--- src/rtl/du_pkg.sv ---
package du_pkg;
  localparam int DW = 8;

  typedef struct packed {
    logic [1:0] len;
    logic       odd;
    logic       par_en;
    logic       stop2;
  } frame_cfg_t;

  localparam logic [2:0] CMD_PTR_RST = 3'd1;
  localparam logic [2:0] CMD_RX_RST  = 3'd2;
  localparam logic [2:0] CMD_TX_RST  = 3'd3;
  localparam logic [2:0] CMD_ERR_CLR = 3'd4;
  localparam logic [2:0] CMD_BRK_CLR = 3'd5;
  localparam logic [2:0] CMD_BRK_ON  = 3'd6;
  localparam logic [2:0] CMD_BRK_OFF = 3'd7;

  function automatic frame_cfg_t decode_cfg(input logic [7:0] m1, input logic [7:0] m2);
    frame_cfg_t c;
    c.len    = m1[1:0];
    c.odd    = m1[2];
    c.par_en = (m1[4:3] == 2'b00);
    c.stop2  = (m2[3:0] == 4'hF);
    return c;
  endfunction

  function automatic logic [7:0] len_mask(input logic [1:0] len);
    return 8'hFF >> (2'd3 - len);
  endfunction
endpackage

--- src/rtl/du_tx.sv ---
module du_tx
  import du_pkg::*;
(
  input  logic          clk,
  input  logic          rst,
  input  logic          tick,
  input  logic          en,
  input  frame_cfg_t    cfg,
  input  logic          load,
  input  logic [DW-1:0] ldata,
  input  logic          brk,
  input  logic          flush,
  output logic          thr_full,
  output logic          busy,
  output logic          txd
);
  localparam int FW = 1 + DW + 1 + 2;

  logic [DW-1:0] thr_q;
  logic [FW-1:0] sh_q, frame;
  logic [3:0]    left_q, tcnt_q, nd, total;
  logic          dpar, txd_q;

  always_comb begin
    nd    = 4'd5 + {2'b00, cfg.len};
    dpar  = ^(thr_q & len_mask(cfg.len));
    frame = '1;
    frame[0] = 1'b0;
    for (int i = 0; i < DW; i++)
      if (i < int'(nd)) frame[i+1] = thr_q[i];
    if (cfg.par_en) frame[4'(nd + 4'd1)] = dpar ^ cfg.odd;
    total = 4'd1 + nd + {3'b000, cfg.par_en} + (cfg.stop2 ? 4'd2 : 4'd1);
  end

  always_ff @(posedge clk) begin
    if (rst || flush) begin
      thr_full <= 1'b0;
      busy     <= 1'b0;
      sh_q     <= '1;
      left_q   <= '0;
      tcnt_q   <= '0;
    end else begin
      if (load && en && !thr_full) begin
        thr_q    <= ldata;
        thr_full <= 1'b1;
      end
      if (!busy) begin
        if (thr_full && en) begin
          sh_q     <= frame;
          left_q   <= total;
          tcnt_q   <= '0;
          busy     <= 1'b1;
          thr_full <= 1'b0;
        end
      end else if (tick) begin
        tcnt_q <= tcnt_q + 4'd1;
        if (tcnt_q == 4'd15) begin
          sh_q   <= {1'b1, sh_q[FW-1:1]};
          left_q <= left_q - 4'd1;
          if (left_q == 4'd1) busy <= 1'b0;
        end
      end
    end
  end

  always_ff @(posedge clk) begin
    if (rst) txd_q <= 1'b1;
    else     txd_q <= brk ? 1'b0 : (busy ? sh_q[0] : 1'b1);
  end
  assign txd = txd_q;

  p_no_start_disabled_r7: assert property (@(posedge clk) disable iff (rst)
    (!en && !busy) |=> !busy);
endmodule

--- src/rtl/du_rx.sv ---
module du_rx
  import du_pkg::*;
(
  input  logic          clk,
  input  logic          rst,
  input  logic          tick,
  input  logic          en,
  input  frame_cfg_t    cfg,
  input  logic          rxd,
  output logic          push,
  output logic [DW-1:0] pdata,
  output logic          fe_evt,
  output logic          pe_evt,
  output logic          brk_evt
);
  typedef enum logic [1:0] {S_IDLE, S_START, S_DATA, S_HUNT} rx_st_t;
  rx_st_t st_q;

  logic        rs1, rs2;
  logic [3:0]  tcnt_q, bidx_q, nd, last;
  logic [9:0]  bits_q, lowmask;
  logic [10:0] lm_wide;
  logic [7:0]  dval;
  logic        pbit, allzero;

  always_comb begin
    nd      = 4'd5 + {2'b00, cfg.len};
    last    = nd + {3'b000, cfg.par_en};
    lm_wide = (11'h1 << last) - 11'h1;
    lowmask = lm_wide[9:0];
    dval    = bits_q[7:0] & len_mask(cfg.len);
    pbit    = bits_q[nd];
    allzero = ((bits_q & lowmask) == 10'h0);
  end

  always_ff @(posedge clk) begin
    if (rst) begin
      rs1 <= 1'b1;
      rs2 <= 1'b1;
    end else begin
      rs1 <= rxd;
      rs2 <= rs1;
    end
  end

  always_ff @(posedge clk) begin
    push    <= 1'b0;
    fe_evt  <= 1'b0;
    pe_evt  <= 1'b0;
    brk_evt <= 1'b0;
    if (rst || !en) begin
      st_q   <= S_IDLE;
      tcnt_q <= '0;
      bidx_q <= '0;
      bits_q <= '0;
      pdata  <= '0;
    end else begin
      case (st_q)
        S_IDLE: if (tick && !rs2) begin
          st_q   <= S_START;
          tcnt_q <= '0;
        end
        S_START: if (tick) begin
          tcnt_q <= tcnt_q + 4'd1;
          if (tcnt_q == 4'd7) begin
            tcnt_q <= '0;
            bidx_q <= '0;
            bits_q <= '0;
            st_q   <= rs2 ? S_IDLE : S_DATA;
          end
        end
        S_DATA: if (tick) begin
          tcnt_q <= tcnt_q + 4'd1;
          if (tcnt_q == 4'd15) begin
            tcnt_q <= '0;
            if (bidx_q == last) begin
              if (!rs2 && allzero) begin
                brk_evt <= 1'b1;
                st_q    <= S_HUNT;
              end else begin
                push   <= 1'b1;
                pdata  <= dval;
                fe_evt <= !rs2;
                pe_evt <= cfg.par_en && ((^dval ^ pbit) != cfg.odd);
                st_q   <= rs2 ? S_IDLE : S_HUNT;
              end
            end else begin
              bits_q[bidx_q] <= rs2;
              bidx_q         <= bidx_q + 4'd1;
            end
          end
        end
        default: if (rs2) st_q <= S_IDLE;
      endcase
    end
  end
endmodule

--- src/rtl/du_fifo.sv ---
module du_fifo #(
  parameter int DEPTH = 3,
  parameter int W     = 8,
  localparam int AW   = (DEPTH > 1) ? $clog2(DEPTH) : 1,
  localparam int CW   = $clog2(DEPTH + 1)
) (
  input  logic          clk,
  input  logic          rst,
  input  logic          flush,
  input  logic          push,
  input  logic [W-1:0]  din,
  input  logic          pop,
  output logic [W-1:0]  dout,
  output logic [CW-1:0] count
);
  logic [W-1:0]  mem [DEPTH];
  logic [AW-1:0] wp, rp;
  logic          do_push, do_pop;

  assign do_pop  = pop && (count != '0);
  assign do_push = push && ((count != CW'(DEPTH)) || do_pop);
  assign dout    = mem[rp];

  function automatic logic [AW-1:0] nxt(input logic [AW-1:0] p);
    return (p == AW'(DEPTH - 1)) ? '0 : p + AW'(1);
  endfunction

  always_ff @(posedge clk)
    if (do_push) mem[wp] <= din;

  always_ff @(posedge clk) begin
    if (rst || flush) begin
      wp    <= '0;
      rp    <= '0;
      count <= '0;
    end else begin
      if (do_push) wp <= nxt(wp);
      if (do_pop)  rp <= nxt(rp);
      count <= count + CW'(do_push) - CW'(do_pop);
    end
  end

  p_cnt_bound_r8: assert property (@(posedge clk) disable iff (rst)
    count <= CW'(DEPTH));
endmodule

--- src/rtl/du_chan.sv ---
module du_chan
  import du_pkg::*;
#(
  parameter int FIFO_DEPTH = 3,
  localparam int CW = $clog2(FIFO_DEPTH + 1)
) (
  input  logic          clk,
  input  logic          rst,
  input  logic          sel,
  input  logic          wr,
  input  logic          rd,
  input  logic [1:0]    a,
  input  logic [DW-1:0] wdata,
  output logic [DW-1:0] rdata,
  input  logic          tick,
  input  logic          rxd,
  output logic          txd,
  output logic          txrdy,
  output logic          rxrdy,
  output logic          brkchg
);
  logic [7:0]    mr1_q, mr2_q;
  logic          ptr_q, tx_en, rx_en, fe_q, pe_q, ovr_q, rbrk_q, brk_on;
  logic          wr_hit, rd_hit, cmd_wr, rx_flush, tx_flush, pop;
  logic          thr_full, tx_busy, rx_push, fe_evt, pe_evt, brk_evt, ovr_evt;
  logic [DW-1:0] rx_data, fifo_out;
  logic [CW-1:0] fifo_cnt;
  logic [2:0]    field;
  frame_cfg_t    cfg;

  assign cfg      = decode_cfg(mr1_q, mr2_q);
  assign wr_hit   = sel && wr;
  assign rd_hit   = sel && rd;
  assign cmd_wr   = wr_hit && (a == 2'd2);
  assign field    = wdata[6:4];
  assign rx_flush = cmd_wr && (field == CMD_RX_RST);
  assign tx_flush = cmd_wr && (field == CMD_TX_RST);
  assign pop      = rd_hit && (a == 2'd3);
  assign ovr_evt  = rx_push && (fifo_cnt == CW'(FIFO_DEPTH)) && !pop;

  always_ff @(posedge clk) begin
    if (rst) begin
      mr1_q  <= '0;
      mr2_q  <= '0;
      ptr_q  <= 1'b0;
      tx_en  <= 1'b0;
      rx_en  <= 1'b0;
      fe_q   <= 1'b0;
      pe_q   <= 1'b0;
      ovr_q  <= 1'b0;
      rbrk_q <= 1'b0;
      brkchg <= 1'b0;
      brk_on <= 1'b0;
    end else begin
      if (wr_hit && a == 2'd0) begin
        if (ptr_q) mr2_q <= wdata;
        else begin
          mr1_q <= wdata;
          ptr_q <= 1'b1;
        end
      end
      if (rd_hit && a == 2'd0 && !ptr_q) ptr_q <= 1'b1;
      if (cmd_wr) begin
        if (wdata[3])      tx_en <= 1'b0;
        else if (wdata[2]) tx_en <= 1'b1;
        if (wdata[1])      rx_en <= 1'b0;
        else if (wdata[0]) rx_en <= 1'b1;
        case (field)
          CMD_PTR_RST: ptr_q <= 1'b0;
          CMD_RX_RST: begin
            rx_en <= 1'b0;
            {rbrk_q, fe_q, pe_q, ovr_q} <= '0;
          end
          CMD_TX_RST:  tx_en <= 1'b0;
          CMD_ERR_CLR: {rbrk_q, fe_q, pe_q, ovr_q} <= '0;
          CMD_BRK_CLR: brkchg <= 1'b0;
          CMD_BRK_ON:  brk_on <= 1'b1;
          CMD_BRK_OFF: brk_on <= 1'b0;
          default: ;
        endcase
      end
      if (fe_evt)  fe_q  <= 1'b1;
      if (pe_evt)  pe_q  <= 1'b1;
      if (ovr_evt) ovr_q <= 1'b1;
      if (brk_evt) begin
        rbrk_q <= 1'b1;
        brkchg <= 1'b1;
      end
    end
  end

  du_tx u_tx (
    .clk(clk), .rst(rst), .tick(tick), .en(tx_en), .cfg(cfg),
    .load(wr_hit && a == 2'd3), .ldata(wdata), .brk(brk_on), .flush(tx_flush),
    .thr_full(thr_full), .busy(tx_busy), .txd(txd)
  );

  du_rx u_rx (
    .clk(clk), .rst(rst), .tick(tick), .en(rx_en), .cfg(cfg), .rxd(rxd),
    .push(rx_push), .pdata(rx_data), .fe_evt(fe_evt), .pe_evt(pe_evt), .brk_evt(brk_evt)
  );

  du_fifo #(.DEPTH(FIFO_DEPTH), .W(DW)) u_fifo (
    .clk(clk), .rst(rst), .flush(rx_flush), .push(rx_push), .din(rx_data),
    .pop(pop), .dout(fifo_out), .count(fifo_cnt)
  );

  assign txrdy = tx_en && !thr_full;
  assign rxrdy = (fifo_cnt != '0);

  always_comb begin
    case (a)
      2'd0: rdata = ptr_q ? mr2_q : mr1_q;
      2'd1: rdata = {rbrk_q, fe_q, pe_q, ovr_q, txrdy && !tx_busy, txrdy,
                     fifo_cnt == CW'(FIFO_DEPTH), rxrdy};
      2'd3: rdata = fifo_out;
      default: rdata = '0;
    endcase
  end

  p_ptr_reset_r2: assert property (@(posedge clk) disable iff (rst)
    (cmd_wr && field == CMD_PTR_RST) |=> !ptr_q);
  p_ovr_on_full_r8: assert property (@(posedge clk) disable iff (rst)
    (rx_push && fifo_cnt == CW'(FIFO_DEPTH) && !pop) |=> ovr_q);
endmodule

--- src/rtl/dual_uart.sv ---
module dual_uart
  import du_pkg::*;
#(
  parameter int         FIFO_DEPTH = 3,
  parameter logic [7:0] VEC_RESET  = 8'h0F
) (
  input  logic       clk,
  input  logic       rst,
  input  logic [3:0] addr,
  input  logic       wr_en,
  input  logic       rd_en,
  input  logic [7:0] wdata,
  output logic [7:0] rdata,
  input  logic       tick_a,
  input  logic       tick_b,
  input  logic       rxd_a,
  input  logic       rxd_b,
  output logic       txd_a,
  output logic       txd_b,
  output logic       irq
);
  localparam int NCH = 2;

  logic [NCH-1:0] tick_v, rxd_v, txd_v, txrdy, rxrdy, brkchg;
  logic [7:0]     ch_rd [NCH];
  logic [7:0]     imr_q, vec_q, isr, rmux;

  assign tick_v = {tick_b, tick_a};
  assign rxd_v  = {rxd_b, rxd_a};
  assign txd_a  = txd_v[0];
  assign txd_b  = txd_v[1];

  for (genvar g = 0; g < NCH; g++) begin : g_ch
    du_chan #(.FIFO_DEPTH(FIFO_DEPTH)) u_ch (
      .clk(clk), .rst(rst),
      .sel(addr[3] == g[0] && !addr[2]),
      .wr(wr_en), .rd(rd_en), .a(addr[1:0]), .wdata(wdata), .rdata(ch_rd[g]),
      .tick(tick_v[g]), .rxd(rxd_v[g]), .txd(txd_v[g]),
      .txrdy(txrdy[g]), .rxrdy(rxrdy[g]), .brkchg(brkchg[g])
    );
  end

  assign isr = {1'b0, brkchg[1], rxrdy[1], txrdy[1], 1'b0, brkchg[0], rxrdy[0], txrdy[0]};

  always_comb begin
    if (!addr[2])          rmux = ch_rd[addr[3]];
    else if (addr == 4'h5) rmux = isr;
    else if (addr == 4'hC) rmux = vec_q;
    else                   rmux = 8'h00;
  end

  always_ff @(posedge clk) begin
    if (rst) begin
      imr_q <= '0;
      vec_q <= VEC_RESET;
      rdata <= '0;
      irq   <= 1'b0;
    end else begin
      if (wr_en && addr == 4'h5) imr_q <= wdata;
      if (wr_en && addr == 4'hC) vec_q <= wdata;
      if (rd_en) rdata <= rmux;
      irq <= |(isr & imr_q);
    end
  end

  p_irq_masked_r9: assert property (@(posedge clk) disable iff (rst)
    (imr_q == 8'h00) |=> !irq);
  p_vec_reset_r10: assert property (@(posedge clk) disable iff (rst)
    $fell(rst) |-> (vec_q == VEC_RESET));
endmodule

--- config.mk ---
export PLATFORM = sky130hd
export DESIGN_NAME = dual_uart
export DESIGN_NICKNAME = d
export VERILOG_FILES = /design/src/rtl/du_pkg.sv /design/src/rtl/du_tx.sv /design/src/rtl/du_rx.sv /design/src/rtl/du_fifo.sv /design/src/rtl/du_chan.sv /design/src/rtl/dual_uart.sv
export SDC_FILE = /design/constraint.sdc
export NUM_CORES = 1
export LEC_CHECK = 0
export BUFFER_PORTS_ARGS = -buffer_cell sky130_fd_sc_hd__buf_2
export CORE_ASPECT_RATIO = 1.25
export CORE_MARGIN = 2
export CORE_UTILIZATION = 35
export DETAILED_ROUTE_END_ITERATION = 10
export SLEW_MARGIN = 10
export SYNTH_ARGS = -nofsm -noshare
export SYNTH_HDL_FRONTEND = slang
export SYNTH_HIERARCHICAL = 1
export SYNTH_SLANG_ARGS = --single-unit
--- constraint.sdc ---
create_clock -name clk -period 2.75 [get_ports clk]
set_input_delay 0.55 -clock clk [delete_from_list [all_inputs] [get_ports clk]]
set_output_delay 0.55 -clock clk [all_outputs]
set_load 0.05 [all_outputs]
=== After elaboration in Yosys (flattened, before gate mapping) ===
Memories as Yosys holds them, arrays and structs flattened. A register that Yosys moved wholly into a read port is not among the register bits.
Index checks and enable logic that the tools add are counted.

* Register bits after elaboration: 217
* Output and inout bits: 11
* Latch bits: 0
* Memories kept: 2
* ROM bits: 0
* Logic and storage cells: 562
* Input port bits: 20
* Bits in writable memories: 48

* Eq/ne operators: 56
* Bitwise gates (word level): 27
* $add $sub $neg: 30
* $lt $le $gt $ge: 27
* $mul: 0
* Multiplexer cells: 193
* Div/mod/pow operators: 0
* Reductions and logical operators: 155
* Shift operators: 4

{| class="wikitable"
|+ Memories
! name !! words !! width !! read ports !! clocked after memory_dff !! write ports !! line !! text
|-
| g_ch[0].u_ch.u_fifo.mem || 3 || 8 || 1 || 1 || 1 || du_fifo.sv:16 || <nowiki>logic [W-1:0] mem [DEPTH];</nowiki>
|-
| g_ch[1].u_ch.u_fifo.mem || 3 || 8 || 1 || 1 || 1 || du_fifo.sv:16 ||
|}

{| class="wikitable"
|+ Operators by type and width
! kind !! count
|-
| $mux 4 || 34
|-
| $mux 12 || 10
|-
| $mux 10 || 10
|-
| $mux 1 || 80
|-
| $mux 8 || 8
|-
| $mux 2 || 30
|-
| $logic_and 1x1->1 || 52
|-
| $reduce_bool 2->1 || 25
|-
| $pmux 8 s3 || 2
|-
| $reduce_and 2->1 || 24
|-
| $pmux 10 s2 || 2
|-
| $ne 2x2->1 const B || 18
|-
| $and 8x8->8 || 4
|-
| $lt 3x4->1 const A || 8
|-
| $reduce_xor 8->1 || 4
|-
| $lt 4x5->1 const B || 6
|-
| $eq 4x4->1 const B || 7
|-
| $add 4x1->4 const B || 6
|-
| $bwmux 12 || 2
|-
| $pmux 4 s3 || 2
|-
| $and 10x10->10 || 2
|-
| $bwmux 10 || 2
|-
| $eq 2x2->1 const B || 10
|-
| $logic_not 10->1 || 2
|-
| 48 further kinds || 142
|}

=== Longest topological paths before layout ===
* Depth after elaboration: 12
* Mapped depth: 12
* Depth with buffers taken out: 10

=== By module ===
The synthesis kept the hierarchy.

{| class="wikitable"
|+ By module, submodules not included
! module !! times used !! area each (µm²) !! cells an instance !! seq. area each (µm²)
|-
| du_chan || 2 || 1,441.4 || 159 || 500.5
|-
| du_fifo || 2 || 1,228.7 || 86 || 880.8
|-
| du_rx (g_ch[1].u_ch.u_rx) || 1 || 2,129.5 || 236 || 680.7
|-
| du_rx (g_ch[0].u_ch.u_rx) || 1 || 2,005.7 || 236 || 680.7
|-
| du_tx (g_ch[0].u_ch.u_tx) || 1 || 1,757.9 || 195 || 700.7
|-
| du_tx (g_ch[1].u_ch.u_tx) || 1 || 1,705.4 || 185 || 700.7
|-
| dual_uart || 1 || 1,148.6 || 127 || 460.4
|}

=== Least setup slack after synthesis ===
Ideal clock, no wire load.

* Path kind: input to register
* Start: in addr[3]
* End: reg g_ch[0].u_ch.u_tx.thr_q[0] (enable)
* Arrival: 2.436 ns
* Path buffers: 4
* Data required time: 2.367 ns
* Stages on the path: 9
* Setup slack: -0.070 ns
* Setup time: 0.383 ns
* Cells stage by stage: buf_6 -> buf_4 -> nor2_1 -> nand4b_2 -> nor3_1 -> or2_2 -> clkbuf_1 -> clkbuf_1 -> nor3_1

* Cells in the longest elaborated chain, start to end: 8
* Elaborated cells on any way between the ends: 11
* Those cells by class: 2 x bitwise; 9 x reduce/logical

{| class="wikitable"
|+ RTL lines
! what !! line !! text
|-
| start, declared || dual_uart.sv:9 || <nowiki>input logic [3:0] addr,</nowiki>
|-
| $not 1->1 || dual_uart.sv:36 || <nowiki>.sel(addr[3] == g[0] && !addr[2]),</nowiki>
|-
| $logic_and 1x1->1 || dual_uart.sv:36 ||
|-
| $logic_and 1x1->1 || du_chan.sv:32 || <nowiki>assign wr_hit = sel && wr;</nowiki>
|-
| $logic_and 1x1->1 || du_chan.sv:34 || <nowiki>assign cmd_wr = wr_hit && (a == 2'd2);</nowiki>
|-
| $logic_and 1x1->1 || du_chan.sv:37 || <nowiki>assign tx_flush = cmd_wr && (field == CMD_TX_RST);</nowiki>
|-
| named net g_ch[0].u_ch.tx_flush || du_chan.sv:24 || <nowiki>logic wr_hit, rd_hit, cmd_wr, rx_flush, tx_flush, pop;</nowiki>
|-
| $logic_or 1x1->1 || du_tx.sv:36 || <nowiki>if (rst || flush) begin</nowiki>
|-
| $not 1->1 (no source line) || - ||
|-
| $reduce_and 2->1 (no source line) || - ||
|-
| end signal, assigned || du_tx.sv:44 || <nowiki>thr_q <= ldata;</nowiki>
|-
| end, declared || du_tx.sv:19 || <nowiki>logic [DW-1:0] thr_q;</nowiki>
|}

The timed path passes the listed nets, and every way through them passes these cells.
A chain may end at the register's enable or synchronous reset.

==> results.md <==
* Post-synth EDFFs at 64
* Initial antenna violation count at 0
* Grt met2 use at 27.1%
* Delay-heaviest family, CP: adder cells
* Hold path depth at 2
* Clk_lat worst skew at 0.55 ns
* Cell taking the most area after synthesis: dfxtp_1
* Most frequent cells in the layout: 203 x dfxtp_1, 169 x nand2_1, 124 x mux2i_1
* M1 GR Usage at between 10% and 20%
* # fillers at between 3,000 and 4,000
* Fin crit period at about 2.6 ns
* Final TNS setup at 0 ns
* Avg Inst Size Synth at approximately 9.6 sq um
* Global routing's busiest layer: met2
* Clk slew on worst S/H paths at roughly 0.06 ns
* Vias in the first global route at ~10,000
* CP required at between 3 and 4 ns
* Hold_sp: rxd_b
* Max Fclk at between 300 and 400 MHz
* Worst min-delay path class: input pin to register
* Largest net degree at the start of global routing at 37
* Port Buf Inserts at 30
* Core Area at 0.0399 sq mm
* Area Growth Syn to Fin at 13.1%
* Buf/Inv on CP at 1
* Via count at 10,705
* Cells along the critical path: nor2_1 > ha_1 > inv_1 > fa_2 > xor2_2 > o211ai_1 > a221oi_1 > mux2i_1 > nor2_1
* Root Buffer: clkbuf_16
* Setup crit end kind: register
* GR Util met3 at between 1.5 and 2%
* Sw Pwr at 1.86 mW
* Fin util at about 40%
* Worst slew margin at just under 30%
* Final hold viol count at 0
* Yosys warnings at 6
* Status: complete, no violations
* Layout cells sized above 1 at about 14%
* Maximum clock insertion buffer count at 3
* DRT antenna net count at 0
* Leak at between 5 and 6 nW
* Final setup fails at 0
* Sequential share of the synthesized area at a little over two fifths
* Top_reg_cell synth: dfxtp_1
* Crit path max fanout at 5
* Seq cells post-synth at roughly 270
* Setup CP Type: register to register
* Die Ht at about 230 um
* Max Cap Violations at 0
* TritonCTS Buffers at 27
* Most used cell, CP: nor2_1
* Hold_ws at roughly 0.18 ns
* R2R Path Start: g_ch[1].u_ch/mr1_q[3]
* P_int at between 6 and 7 mW
* Gp weighted congestion at approximately 0.81
* VDD IR max at roughly 560 uV
* Global-route wire length before repair at between 50,000 and 60,000 um
* Worst path arrival time at between 3 and 4 ns
* Cell area after synthesis at between 0.01 and 0.015 sq mm
* First-pass DRT Iterations at 5
* Post-Layout Inst Area at around 0.016 sq mm
* HPWL after DPL at ~24,000 um
* H-tree depth at 1
* Vias per cell at between 5 and 6
* Critical Path Slowest Stage Cell: fa_2
* Worst setup margin at between 0.1 and 0.15 ns
* Dpl cell area at about 0.015 sq mm
* Final Max Slew Viols at 0
* Total power at between 8 and 9 mW
* Share of the synthesized area in the top cell type at just under 30%
* Most common cell after layout, fill and taps aside: dfxtp_1
* DP Worst Slack at between 0.09 and 0.1 ns
* Unrepaired setup endpoints after global routing: true
* Initial drt markers at between 500 and 600
* Layout Nets at 1,604
* Clock Skew at approximately 0.024 ns
* Netlist cell types at 96
* Sw Share at ~23%
* Hold-critical path endpoint: g_ch[1].u_ch/u_rx/rs1
* Post-Synthesis Cells at between 1,000 and 1,500
* DIE WIDTH at 183 um
* Worst Reg-to-Reg Cells at 9
* Sequential power share at 48.9%
* R2R Setup Slk at between 0.1 and 0.15 ns
* Fraction of registers with async set/reset at 0%
* Startpoint Class: register
* Sink Count at roughly 270
* Total GRT Usage at between 15 and 20%
* Die ar. at 0.0419 sq mm
* Dpl cells at 1,996
* Comb power frac at under 10%
* Period utilization at a little over nine tenths
* WL/cell at 16.0 um
* Finished Layout Cells at 2,046
* # IOs at 31
* Final WL at roughly 33,000 um
* Pwr dens at between 500 and 600 mW/mm^2
* Antenna Diode Count at 0
* Largest cells by area after synthesis: dfxtp_1 29%, edfxtp_1 14%, mux2i_1 8.8%
* CTS tree: done
* Worst r2r dst: g_ch[1].u_ch/u_rx/st_q[1]
* Worst stage delay on the critical path at ~0.59 ns
* Total grt overflow at 0
* Clock power frac at between 40% and 50%
* Initial Util at around a third
* Detailed-route DRC error count at 0
* Worst slew pin tran at roughly 1.1 ns
* FP Rows at slightly above 80
-- per-layer routing --
layer | wire length (um) | share of wire (%)
met1 | 14600 | 44
met2 | 16200 | 49
met3 | 1020 | 3.1
met4 | 1020 | 3.1
met5 | 0 | 0
-- worst reg2reg max path, stage by stage, from the launching register on --
cell      delay, ns
dfxtp_1        0.32
nor2_1         0.15
ha_1           0.16
inv_1          0.04
fa_2           0.59
xor2_2         0.27
o211ai_1       0.18
a221oi_1       0.48
mux2i_1        0.27
nor2_1         0.06
-- cell usage after synthesis, types with 6 or more instances --
cell type and instances:
dfxtp_1 203, nand2_1 169, mux2i_1 124, o21ai_0 85
a21oi_1 81, nor2_1 73, edfxtp_1 64, nand2b_1 62
inv_1 60, ha_1 56, nand3_1 44, xnor2_1 42
nor3_1 30, clkbuf_1 29, buf_2 18, nor2b_1 17
or2_2 16, mux2_2 15, nor3b_1 12, nand3b_1 11
or3_1 11, and3_1 10, a211oi_1 9, nand4_1 9
o21a_1 9, a311oi_1 8, and2_1 8, o211ai_1 8
o31ai_1 8, xor2_1 8, a22oi_1 7, a2bb2oi_1 7
o21ai_2 7, o21bai_1 7, fa_1 6
-- power groups by stage --
stage | clock network [mW] | logic [mW] | registers (mW)
after global placement | 0 | 0.385 | 4.12
after detailed placement | 0 | 0.387 | 4.12
after global routing | 4.09 | 0.426 | 4.03
final | 3.83 | 0.395 | 4.03
after CTS | 3.92 | 0.389 | 4.03
after floorplan | 0 | 0.232 | 4.14
-- worst max-delay path by stage --
stage,start,to,slack [ns],cells past startpoint
finish,g_ch[1].u_ch/mr1_q[3],g_ch[1].u_ch/u_rx/st_q[1],0.12,9
global route,g_ch[1].u_ch/mr1_q[3],g_ch[1].u_ch/u_rx/st_q[1],-0.01,9
CTS,g_ch[1].u_ch/mr1_q[3],g_ch[1].u_ch/u_rx/pe_evt,0.06,9
detailed placement,g_ch[1].u_ch/mr1_q[3],g_ch[1].u_ch/u_rx/pe_evt,0.09,9
global placement,g_ch[1].u_ch/mr1_q[3],g_ch[1].u_ch/u_rx/pe_evt,0.16,9
floorplan,g_ch[1].u_ch/mr1_q[0],g_ch[1].u_ch/u_rx/pdata[0],0.01,8
-- state kept, by name, indices dropped and copies added, names as in the netlist, 4 cells and up, named ones only --
name and flops:
imr_q 6, g_ch.u_ch/u_rx/pdata 16, g_ch.u_ch/u_tx/thr_q 16, g_ch.u_ch/u_rx/st_q 4, g_ch.u_ch/u_tx/left_q 8, g_ch.u_ch/u_fifo/rp 4
g_ch.u_ch/mr2_q 16, g_ch.u_ch/u_tx/tcnt_q 8, g_ch.u_ch/mr1_q 16, vec_q 8, rdata 8, g_ch.u_ch/u_rx/bits_q 20
g_ch.u_ch/u_fifo/wp 4, g_ch.u_ch/u_rx/tcnt_q 8, g_ch.u_ch/u_rx/bidx_q 8, g_ch.u_ch/u_fifo/count 4, g_ch.u_ch/u_fifo/mem 48, g_ch.u_ch/u_tx/sh_q 24
-- kinds of logic after synthesis --
logic type / synth area share, %
and+or+nand+nor: 20.1
other: 0.0533
AOI/OAI and AO/OA: 13.7
DFF: 42.5
xor gates and xnor gates: 3.61
buffers and inverters: 3.90
adders and majority gates: 5.83
muxes: 10.3
-- final cells by class --
type                            instances  area [sq um]  area share [%]
Timing Repair Buffer                   84           558            3.50
Tap cell                              504           631            3.96
Multi-Input combinational cell       1082          7610            47.8
Inverter                               60           225            1.41
Sequential cell                       267          5990            37.6
Clock buffer                           30           707            4.44
Clock inverter                         19           214            1.34
-- repair_timing --
item,in CTS,in global routing
resized for setup,0,7
setup endpoints to repair,0,28
hold buffers,0,0
buffers inserted,0,1
(Power assumes the default switching activity.)
